==> src/rtl/swf_pkg.sv <==
package swf_pkg;
    typedef enum logic [1:0] {
        TX_IDLE   = 2'd0,
        TX_FIRST  = 2'd1,
        TX_SECOND = 2'd2
    } tx_state_e;

    typedef enum logic [1:0] {
        RX_HUNT     = 2'd0,
        RX_HOLD_ON  = 2'd1,
        RX_HOLD_OFF = 2'd2
    } rx_state_e;
endpackage

==> src/rtl/swf_tx_inserter.sv <==
module swf_tx_inserter
    import swf_pkg::*;
#(
    parameter int CW = 8
) (
    input  logic          clk,
    input  logic          rst_n,
    input  logic          inhibit,
    input  logic [1:0]    txm,
    input  logic          level_hi,
    input  logic [CW-1:0] on1,
    input  logic [CW-1:0] on2,
    input  logic [CW-1:0] off1,
    input  logic [CW-1:0] off2,
    input  logic          ack,
    output logic          req,
    output logic [CW-1:0] chr
);
    tx_state_e state, nxt;
    logic      lvl_q, want_off, want_on, kind_off;
    logic      enabled, rise, fall, start;

    assign enabled = !inhibit && (txm != 2'b00);
    assign rise    = level_hi && !lvl_q;
    assign fall    = !level_hi && lvl_q;
    assign start   = (state == TX_IDLE) && (nxt == TX_FIRST);

    always_comb begin
        nxt = state;
        unique case (state)
            TX_IDLE:   if (enabled && (want_off || want_on)) nxt = TX_FIRST;
            TX_FIRST:  if (inhibit) nxt = TX_IDLE;
                       else if (ack) nxt = (txm == 2'b11) ? TX_SECOND : TX_IDLE;
            TX_SECOND: if (inhibit || ack) nxt = TX_IDLE;
            default:   nxt = TX_IDLE;
        endcase
    end

    always_ff @(posedge clk or negedge rst_n) begin
        if (!rst_n) state <= TX_IDLE;
        else        state <= nxt;
    end

    always_ff @(posedge clk or negedge rst_n) begin
        if (!rst_n) begin
            lvl_q    <= 1'b0;
            want_off <= 1'b0;
            want_on  <= 1'b0;
            kind_off <= 1'b0;
        end else begin
            lvl_q <= level_hi;
            if (!enabled) begin
                want_off <= 1'b0;
                want_on  <= 1'b0;
            end else begin
                if (start) begin
                    kind_off <= want_off;
                    if (want_off) want_off <= 1'b0;
                    else          want_on  <= 1'b0;
                end
                if (rise) begin
                    want_off <= 1'b1;
                    want_on  <= 1'b0;
                end else if (fall) begin
                    want_on  <= 1'b1;
                    want_off <= 1'b0;
                end
            end
        end
    end

    always_comb begin
        req = 1'b0;
        chr = '0;
        unique case (state)
            TX_IDLE:   ;
            TX_FIRST: begin
                req = 1'b1;
                if (txm == 2'b01) chr = kind_off ? off2 : on2;
                else              chr = kind_off ? off1 : on1;
            end
            TX_SECOND: begin
                req = 1'b1;
                chr = kind_off ? off2 : on2;
            end
            default:   ;
        endcase
    end
endmodule

==> src/rtl/swf_rx_matcher.sv <==
module swf_rx_matcher
    import swf_pkg::*;
#(
    parameter int CW = 8
) (
    input  logic          clk,
    input  logic          rst_n,
    input  logic          inhibit,
    input  logic [3:0]    mode,
    input  logic          stb,
    input  logic [CW-1:0] ch,
    input  logic [CW-1:0] on1,
    input  logic [CW-1:0] on2,
    input  logic [CW-1:0] off1,
    input  logic [CW-1:0] off2,
    output logic          wr,
    output logic [CW-1:0] wr_ch,
    output logic          hit_on,
    output logic          hit_off
);
    rx_state_e     state, nxt;
    logic [1:0]    rxm, txm;
    logic          pair_mode, off_hit, on_hit;
    logic          do_wr, do_rep, do_hold, d_on, d_off;
    logic [CW-1:0] wr_val, held, rep_c;
    logic          rep_v;

    assign rxm       = inhibit ? 2'b00 : mode[1:0];
    assign txm       = mode[3:2];
    assign pair_mode = (rxm == 2'b11) && ((txm == 2'b11) || (txm == 2'b00));
    assign off_hit   = (rxm[1] && ch == off1) || (rxm[0] && ch == off2);
    assign on_hit    = (rxm[1] && ch == on1) || (rxm[0] && ch == on2);

    always_comb begin
        nxt     = state;
        do_wr   = 1'b0;
        do_rep  = 1'b0;
        do_hold = 1'b0;
        d_on    = 1'b0;
        d_off   = 1'b0;
        wr_val  = ch;
        unique case (state)
            RX_HUNT: if (stb) begin
                if (rxm == 2'b00) do_wr = 1'b1;
                else if (pair_mode) begin
                    if (ch == off1)     begin nxt = RX_HOLD_OFF; do_hold = 1'b1; end
                    else if (ch == on1) begin nxt = RX_HOLD_ON;  do_hold = 1'b1; end
                    else do_wr = 1'b1;
                end
                else if (off_hit) d_off = 1'b1;
                else if (on_hit)  d_on  = 1'b1;
                else              do_wr = 1'b1;
            end
            RX_HOLD_ON, RX_HOLD_OFF: begin
                if (stb) begin
                    nxt = RX_HUNT;
                    if (pair_mode && state == RX_HOLD_OFF && ch == off2) d_off = 1'b1;
                    else if (pair_mode && state == RX_HOLD_ON && ch == on2) d_on = 1'b1;
                    else begin
                        do_wr  = 1'b1;
                        wr_val = held;
                        do_rep = 1'b1;
                    end
                end else if (!pair_mode) begin
                    nxt    = RX_HUNT;
                    do_wr  = 1'b1;
                    wr_val = held;
                end
            end
            default: nxt = RX_HUNT;
        endcase
    end

    always_ff @(posedge clk or negedge rst_n) begin
        if (!rst_n) state <= RX_HUNT;
        else        state <= nxt;
    end

    always_ff @(posedge clk or negedge rst_n) begin
        if (!rst_n) begin
            wr      <= 1'b0;
            wr_ch   <= '0;
            hit_on  <= 1'b0;
            hit_off <= 1'b0;
            held    <= '0;
            rep_v   <= 1'b0;
            rep_c   <= '0;
        end else begin
            wr      <= 1'b0;
            hit_on  <= d_on;
            hit_off <= d_off;
            if (rep_v) begin
                wr    <= 1'b1;
                wr_ch <= rep_c;
                rep_v <= 1'b0;
            end
            if (do_wr) begin
                wr    <= 1'b1;
                wr_ch <= wr_val;
            end
            if (do_rep) begin
                rep_v <= 1'b1;
                rep_c <= ch;
            end
            if (do_hold) held <= ch;
        end
    end
endmodule

==> src/rtl/uart_swflow.sv <==
module uart_swflow #(
    parameter int CW = 8
) (
    input  logic          clk,
    input  logic          rst_n,
    input  logic [3:0]    mode_i,
    input  logic          hdx_en_i,
    input  logic [CW-1:0] code_on1_i,
    input  logic [CW-1:0] code_on2_i,
    input  logic [CW-1:0] code_off1_i,
    input  logic [CW-1:0] code_off2_i,
    input  logic          rx_level_hi_i,
    input  logic          rx_stb_i,
    input  logic [CW-1:0] rx_char_i,
    input  logic          tx_idle_i,
    input  logic          tx_data_pend_i,
    input  logic          ins_ack_i,
    output logic          ins_req_o,
    output logic [CW-1:0] ins_char_o,
    output logic          pause_o,
    output logic          rx_wr_o,
    output logic [CW-1:0] rx_wr_char_o,
    output logic          dir_tx_o
);
    logic hit_on, hit_off, pause_pend, cmp_off;

    swf_tx_inserter #(.CW(CW)) u_tx (
        .clk(clk), .rst_n(rst_n), .inhibit(hdx_en_i), .txm(mode_i[3:2]),
        .level_hi(rx_level_hi_i), .on1(code_on1_i), .on2(code_on2_i),
        .off1(code_off1_i), .off2(code_off2_i), .ack(ins_ack_i),
        .req(ins_req_o), .chr(ins_char_o)
    );

    swf_rx_matcher #(.CW(CW)) u_rx (
        .clk(clk), .rst_n(rst_n), .inhibit(hdx_en_i), .mode(mode_i),
        .stb(rx_stb_i), .ch(rx_char_i), .on1(code_on1_i), .on2(code_on2_i),
        .off1(code_off1_i), .off2(code_off2_i), .wr(rx_wr_o),
        .wr_ch(rx_wr_char_o), .hit_on(hit_on), .hit_off(hit_off)
    );

    assign cmp_off  = hdx_en_i || (mode_i[1:0] == 2'b00);
    assign dir_tx_o = hdx_en_i && tx_data_pend_i;

    // Stop takes effect only once the character in flight has finished.
    always_ff @(posedge clk or negedge rst_n) begin
        if (!rst_n) begin
            pause_o    <= 1'b0;
            pause_pend <= 1'b0;
        end else if (cmp_off || hit_on) begin
            pause_o    <= 1'b0;
            pause_pend <= 1'b0;
        end else if (hit_off) begin
            pause_pend <= 1'b1;
        end else if (pause_pend && tx_idle_i) begin
            pause_o    <= 1'b1;
            pause_pend <= 1'b0;
        end
    end
endmodule

==> config.mk <==
export PLATFORM = sky130hd
export DESIGN_NAME = uart_swflow
export DESIGN_NICKNAME = d
export VERILOG_FILES = /design/src/rtl/swf_pkg.sv /design/src/rtl/swf_tx_inserter.sv /design/src/rtl/swf_rx_matcher.sv /design/src/rtl/uart_swflow.sv
export SDC_FILE = /design/constraint.sdc
export NUM_CORES = 1
export LEC_CHECK = 0
export BUFFER_PORTS_ARGS = -buffer_cell sky130_fd_sc_hd__buf_2
export CAP_MARGIN = 10
export CORE_UTILIZATION = 58
export DETAILED_ROUTE_END_ITERATION = 10
export PLACE_DENSITY = 0.86
export SLEW_MARGIN = 10
export SYNTH_ARGS = -nofsm -noshare
export SYNTH_HDL_FRONTEND = slang
export SYNTH_HIERARCHICAL = 1
export SYNTH_SLANG_ARGS = --single-unit
==> constraint.sdc <==
create_clock -name clk -period 4.3 [get_ports clk]
set_input_delay 0.43 -clock clk [delete_from_list [all_inputs] [get_ports clk]]
set_output_delay 0.43 -clock clk [all_outputs]
set_load 0.03 [all_outputs]
==> results of run 1 <==
[Yosys cell counts (6+ instances only)]
master   instances
o22ai_1          8
inv_1           14
nand3_1          6
dfrtp_1         38
nand2_1          7
and2_1           9
nor2_1          12
nand4_1         10
ha_1            10
buf_6            9
a21oi_1          6
mux2_2          16
xnor2_1         25
mux2i_1         40
[final cells by class]
cell class	instances	area (um^2)	area share
Timing Repair Buffer	72	363	0.111
Tap cell	67	83.8	0.0257
Clock buffer	6	82.6	0.0253
Clock inverter	1	30.0	0.00921
Inverter	14	52.6	0.0161
Sequential cell	38	951	0.292
Multi-Input combinational cell	198	1700	0.521
[critical path: cells and delay by family (launching register included)]
family	cells	cell delay, ns
AO/OA/AOI/OAI	2	0.91
AND/OR/NAND/NOR	1	0.22
flip-flops	1	0.44
buffers and inverters	2	0.27
adder cells (fa/ha/maj)	1	0.23
[stage by stage]
step	area, um^2	total power (W)	setup WS (ns)
floorplan	2830	0.000727	2.26
global placement	3150	0.000828	1.71
finish	3260	0.00115	1.50
global route	3260	0.00121	1.40
detailed placement	3150	0.000840	1.63
CTS	3260	0.00115	1.62
[power by group through the flow]
stage	logic, W	clock network [W]	registers, W
after detailed placement	0.000404	0	0.000436
final	0.000410	0.000314	0.000431
after global routing	0.000442	0.000332	0.000434
after CTS	0.000407	0.000317	0.000429
after global placement	0.000394	0	0.000435
after floorplan	0.000298	0	0.000429
[routing by layer]
layer | global-route usage | up-vias | share of wire
met4 | 0.120 | 0 | 0.027
met3 | 0.0569 | 18 | 0.061
met5 | 0 | - | 0
met1 | 0.323 | 1070 | 0.42
met2 | 0.448 | 109 | 0.49
li1 | - | 1077 | -
[flip-flops by register name, summed over array words and instances, names as in the netlist, 2 cells and up]
| signal | flops |
|---|---|
| u_rx/state | 2 |
| u_rx/wr_ch | 8 |
| u_rx/held | 8 |
| u_tx/state | 2 |
| u_rx/rep_c | 8 |
[worst max path at each step]
stage,startpoint,end,slack [ns],depth (start not counted)
2_1_floorplan,u_rx/state[0]$_DFFE_PN0P_,u_rx/wr_ch[0]$_DFFE_PN0P_,2.26,10
3_3_place_gp,mode_i[3],u_rx/wr_ch[7]$_DFFE_PN0P_,1.71,8
3_5_place_dp,mode_i[3],u_rx/wr_ch[0]$_DFFE_PN0P_,1.63,8
4_1_cts,u_tx/state[1]$_DFF_PN0_,ins_char_o[3],1.62,6
5_1_grt,u_tx/state[1]$_DFF_PN0_,ins_char_o[0],1.40,6
6_report,u_tx/state[1]$_DFF_PN0_,ins_char_o[7],1.50,6
[cells by family (layout without fill, tap and decap cells)]
| group | Yosys count | after routing | synth area share |
|---|---|---|---|
| AND/OR/NAND/NOR | 59 | 59 | 0.120 |
| multiplexers | 57 | 57 | 0.210 |
| AO/OA/AOI/OAI | 39 | 39 | 0.113 |
| flip-flops | 38 | 38 | 0.336 |
| XOR/XNOR | 33 | 33 | 0.113 |
| buffers and inverters | 29 | 93 | 0.0649 |
| adder cells (fa/ha/maj) | 10 | 10 | 0.0442 |
==> key figures, run 1 <==
Global route
  • Vias in the first global route: 2,193
  • GRT Residual Overflow: 0
  • First-pass GRT wire length: 10,300 um
  • Antenna violations before repair: 0
  • Pin count of the biggest net entering global routing: 39
  • GRT Resource Usage Total: 0.264

Power
  • Gate power share: 0.355
  • Pwr Density: 354 nW/um^2
  • Clk pwr share: 0.272
  • Leakage: 1.48 nW
  • Switching share of power: 0.350
  • Int Pwr: 0.000751 W
  • VDD IR max: 0.000176 V
  • Switching power: 0.000404 W
  • Share of power burned in registers: 0.373

CTS
  • CTS Buf Count: 5
  • Number of buffers added for setup after CTS: 0
  • TritonCTS clock tree: built
  • Clock-pin slew on the worst setup and hold paths: 0.08 ns
  • Clk root buf: clkbuf_8
  • CTS sink cnt: 38
  • CTS Buffer Depth: 2
  • Post-cts resize count: 0
  • H-tree depth: 2
  • Worst skew pair latency: 0.29 ns
  • Post-CTS Hold Fix Bufs: 0

Floorplanning
  • DIE AREA: 5170 um^2
  • Row count: 25
  • Die height: 71.9 um
  • Core area: 4720 um^2
  • Initial Util: 0.600
  • DIE WIDTH: 71.9 um
  • Top Ports: 72

Yosys
  • Mapped Cells: 265
  • Post-Syn Nets: 327
  • Post-synth top area cell: dfrtp_1
  • Synth area leaders: dfrtp_1 (34%), mux2i_1 (14%), xnor2_1 (7.7%), mux2_2 (6.4%), ha_1 (4.4%)
  • Ys Warns: 6
  • Most used flip-flop cell after synthesis: dfrtp_1
  • Post-synth top area share: 0.336
  • Number of synthesized register bits: 38
  • Number of enable flip-flop cells after synthesis: 0
  • Yosys cell types: 52
  • Mapped Avg Cell Area: 10.7 um^2
  • Sequential fraction of the synthesis area: 0.336
  • Post-synth ARST share: 1.00
  • Synth Cell Area: 2830 um^2

STA
  • WHS: 0.242 ns
  • Hold Fails Final Rpt: 0
  • Final Critical Period: 2.80 ns
  • Max Clock Skew: 0.00469 ns
  • Slew headroom: 0.336
  • Max-slew violation count: 0
  • Final setup fails: 0
  • Final cycle utilization of the critical path: 0.651
  • Max Clk Rate: 0.357 GHz
  • RSZ-0062 raised after global routing: false
  • Tightest Pin Transition: 0.991 ns
  • Post-route setup TNS: 0 ns

Critical path
  • R2r endpoint: u_rx/wr_ch[5]$_DFFE_PN0P_
  • Startpoint types: register
  • Crit path required time: 3.87 ns
  • WP data arrival: 2.37 ns
  • Largest stage delay, worst path: 0.72 ns
  • R2r setup slk: 1.75 ns
  • Kind of end point of the critical path: output port
  • Slowest-stage cell, CP: a31oi_1
  • R2R cell count: 7
  • Crit Path Category: reg2out
  • Worst R2R Start: u_rx/state[1]$_DFFE_PN0P_
  • Crit Path Max Fanout: 8
  • Worst path cell trace: inv_1 -> ha_1 -> a31oi_1 -> o22ai_1 -> and2_1 -> buf_2

Drt
  • DRC: 0
  • Wire per inst: 16.6 um
  • DRT iter0 DRCs: 148
  • DR pass1 iterations: 4
  • Routed Antenna Nets: 0
  • Routed via count: 2,274
  • Vias per Instance: 5.74
  • Final wirelength: 6560 um

Final layout
  • Fillers: 354
  • Fin cells: 396
  • Ant. Diodes: 0
  • Most frequent cells in the layout: buf_2 (71), mux2i_1 (40), dfrtp_1 (38)
  • # nets final: 391
  • Layout Utilization: 0.691
  • Most common cell after layout, fill and taps aside: buf_2
  • Share of cells above drive strength 1: 0.337
  • Area growth syn-to-layout: 15.1%

Placed design
  • Placed Cells: 389
  • Placer Congestion: 0.908
  • Detailed placer's ending HPWL: 4820 um
  • IO buf count: 71

Min path
  • Worst hold path class: in2async

Flow run
  • MaxCap Viol Count: 0

Run status
  • Status: completed
No activity file was read; power rests on OpenSTA's default activity.
==> run 2, diff against run 1 <==
ABC_AREA = 1   (was default)
CORE_UTILIZATION = 50   (was 58)
PLACE_DENSITY = 0.78   (was 0.86)
clock period = 2.55 ns   (was 4.3 ns; I/O delays follow)
==> run 2 against run 1 <==
Sequential power grew 110%; power grew 150%; largest power group is now combinational cells; sequential cell count is the same; worst hold slack lost 0.17 ns; routed wire length grew 18%; largest cell class unchanged.
==> key figures, run 2 <==
Run status
  • Status: completed

STA
  • Max-slew violation count: 0 (unchanged)
  • Max Clk Rate: 0.433 GHz
  • Final cycle utilization of the critical path: 0.905
  • Tightest Pin Transition: 0.856 ns (-0.135 ns)
  • Setup WS post-layout: 0.243 ns (-1.26 ns)
  • WHS: 0.0703 ns (-0.172 ns)
  • Final Critical Period: 2.31 ns
  • Final setup fails: 0 (unchanged)
  • RSZ-0062 raised after global routing: false
  • Post-route setup TNS: 0 ns (unchanged)
  • Hold Fails Final Rpt: 0 (unchanged)
  • Slew headroom: 0.429 (+0.0930)
  • Max Clock Skew: 0.00259 ns (-0.00210 ns)

CTS
  • Worst skew pair latency: 0.29 ns (about the same)
  • Clock-pin slew on the worst setup and hold paths: 0.07 ns (about the same)
  • Post-cts resize count: 0 (unchanged)
  • Post-CTS Hold Fix Bufs: 0 (unchanged)
  • CTS Buffer Depth: 2 (unchanged)
  • Clk root buf: clkbuf_8
  • H-tree depth: 2 (unchanged)
  • CTS sink cnt: 38 (unchanged)
  • Number of buffers added for setup after CTS: 0 (unchanged)
  • CTS Buf Count: 5 (unchanged)
  • TritonCTS clock tree: built

Power
  • Leakage: 1.98 nW (+34%)
  • VDD IR max: 0.000469 V (+170%)
  • Switching share of power: 0.458 (+0.108)
  • Clk pwr share: 0.185 (-0.087)
  • Switching power: 0.00130 W (+220%)
  • Int Pwr: 0.00154 W (+100%)
  • Share of power burned in registers: 0.315 (-0.058)
  • Pwr Density: 790 nW/um^2 (+120%)
  • Gate power share: 0.501 (+0.146)

Floorplanning
  • Top Ports: 72 (unchanged)
  • Core area: 5960 um^2 (+26%)
  • Die height: 80.7 um (+12%)
  • Row count: 28 (+12%)
  • DIE WIDTH: 80.7 um (+12%)
  • DIE AREA: 6520 um^2 (+26%)
  • Initial Util: 0.520 (-0.0796)

Yosys
  • Post-Syn Nets: 536 (+64%)
  • Most used flip-flop cell after synthesis: dfrtp_1
  • Sequential fraction of the synthesis area: 0.307 (-0.0287)
  • Count leader, synth: nand2_1
  • Synth area leaders: dfrtp_1 (31%), nand2_1 (18%), inv_1 (9.0%), nand3_1 (6.1%), nor2_1 (4.2%)
  • Synth Cell Area: 3100 um^2 (+9.4%)
  • Yosys cell types: 34 (-35%)
  • Mapped Avg Cell Area: 6.54 um^2 (-39%)
  • Post-synth top area cell: dfrtp_1
  • Post-synth top area share: 0.307 (-0.0287)
  • Mapped Cells: 474 (+79%)
  • Number of synthesized register bits: 38 (unchanged)
  • Number of enable flip-flop cells after synthesis: 0 (unchanged)
  • Commonest cells post-synth: nand2_1 (151), inv_1 (74), dfrtp_1 (38), nand3_1 (38), nor2_1 (35)
  • Post-synth ARST share: 1.00 (unchanged)
  • Ys Warns: 6 (unchanged)

Drt
  • DR pass1 iterations: 5 (+1)
  • DRT iter0 DRCs: 219 (+48%)
  • Routed via count: 3,173 (+40%)
  • Routed Antenna Nets: 0 (unchanged)
  • Vias per Instance: 5.14 (-10%)
  • DRC: 0 (unchanged)
  • Wire per inst: 12.6 um (-24%)
  • Final wirelength: 7760 um (+18%)

Placed design
  • Place WS: 0.429 ns (-1.20 ns)
  • Placed instance area: 3480 um^2 (+10%)
  • IO buf count: 71 (unchanged)
  • Placer Congestion: 0.962 (+6.0%)
  • Detailed placer's ending HPWL: 6060 um (+26%)

Critical path
  • WP data arrival: 2.05 ns (-0.32 ns)
  • R2R cell count: 13 (+6)
  • R2r endpoint: u_rx/wr_ch[0]$_DFFE_PN0P_
  • Crit path required time: 2.30 ns (-1.57 ns)
  • Crit Path Max Fanout: 8 (unchanged)
  • R2r setup slk: 0.66 ns (-1.09 ns)
  • Crit Path Category: reg2out
  • Startpoint types: register
  • Kind of end point of the critical path: output port
  • Worst R2R Start: u_rx/state[0]$_DFFE_PN0P_

Global route
  • Pin count of the biggest net entering global routing: 39 (unchanged)
  • Antenna violations before repair: 0 (unchanged)
  • GRT Resource Usage Total: 0.249 (-0.0148)
  • GR Layer Usage met1: 0.343 (+0.0202)
  • Vias in the first global route: 2,749 (+25%)
  • GRT Residual Overflow: 0 (unchanged)
  • First-pass GRT wire length: 12,500 um (+22%)
  • Met3 Use GR: 0.0393 (-0.0176)
  • Busiest layer in global routing: met2
  • Global routing usage on met2: 0.396 (-0.0518)

Final layout
  • Largest regs: u_rx/held (8), u_rx/rep_c (8), u_rx/wr_ch (8)
  • Ant. Diodes: 0 (unchanged)
  • Most common cell after layout, fill and taps aside: nand2_1
  • # nets final: 604 (+54%)
  • Final instance area: 3590 um^2 (+10%)
  • Area growth syn-to-layout: 15.8%
  • Most frequent cells in the layout: nand2_1 (151), inv_1 (74), buf_2 (71)
  • Share of cells above drive strength 1: 0.205 (-0.133)
  • Layout Utilization: 0.603 (-0.0879)

Flow run
  • MaxCap Viol Count: 0 (unchanged)

Min path
  • Worst hold path class: in2async
[run 2: cell types whose count changed in the layout (fill, tap and decap cells not counted), moves of 15 or more]
cell / change
a21oi_1: +15
o211ai_1: +15
o21ai_0: +17
inv_1: +60
nor2_1: +23
mux2i_1: -40
nand3_1: +32
nand2_1: +144
mux2_2: -16
[run 2: worst max path at each step]
stage | startpoint | endpoint | slack, ns
after floorplan | u_tx/state[1]$_DFF_PN0_ | ins_char_o[0] | 0.56
after global placement | hdx_en_i | u_rx/wr_ch[5]$_DFFE_PN0P_ | 0.49
after detailed placement | hdx_en_i | u_rx/wr_ch[2]$_DFFE_PN0P_ | 0.43
after CTS | u_tx/state[1]$_DFF_PN0_ | ins_char_o[2] | 0.25
after global routing | u_tx/state[1]$_DFF_PN0_ | ins_char_o[2] | 0.09
final | u_tx/state[1]$_DFF_PN0_ | ins_char_o[2] | 0.24
[run 2: layout make-up]
type                       count  area (um^2)
clock inverter                 1         30.0
fill                         590         2370
clock buffer                   6         82.6
sequential                    38          951
tap                           75         93.8
timing repair buffer          73          370
multi-input combinational    340         1750
inverter                      84          315
[run 2: logic make-up after synthesis]
family                     after synthesis  synth area share
and+or+nand+nor                        247             0.350
buffers and inverters                   96             0.130
AOI/OAI and AO/OA                       67             0.128
DFF                                     38             0.307
xor gates and xnor gates                16            0.0452
adders and majority gates               10            0.0404
[run 2: per-stage QoR]
step / cells / power, W
2_1_floorplan: 474 / 0.00196
3_3_place_gp: 610 / 0.00228
3_5_place_dp: 610 / 0.00231
4_1_cts: 617 / 0.00284
5_1_grt: 617 / 0.00306
6_report: 617 / 0.00284
[run 2: worst max-delay path: stages (launching register included)]
cell	delay [ns]
dfrtp_1	0.44
inv_1	0.12
ha_1	0.20
nand3_1	0.08
nand2_1	0.32
o211ai_1	0.15
a21oi_1	0.22
buf_2	0.24
[run 2: layer usage]
metal / up-vias / wire, um / share of wire
met5: - / 0 / 0
met4: 0 / 118 / 0.015
met3: 13 / 512 / 0.066
met2: 114 / 3580 / 0.46
met1: 1446 / 3550 / 0.46
li1: 1600 / - / -
[run 2: power groups by stage]
| stage | sequential [W] | clock [W] | combinational (W) |
|---|---|---|---|
| after CTS | 0.000891 | 0.000530 | 0.00142 |
| after floorplan | 0.000998 | 0 | 0.000966 |
| after global routing | 0.000918 | 0.000554 | 0.00159 |
| final | 0.000893 | 0.000524 | 0.00142 |
| after detailed placement | 0.000901 | 0 | 0.00141 |
| after global placement | 0.000895 | 0 | 0.00138 |
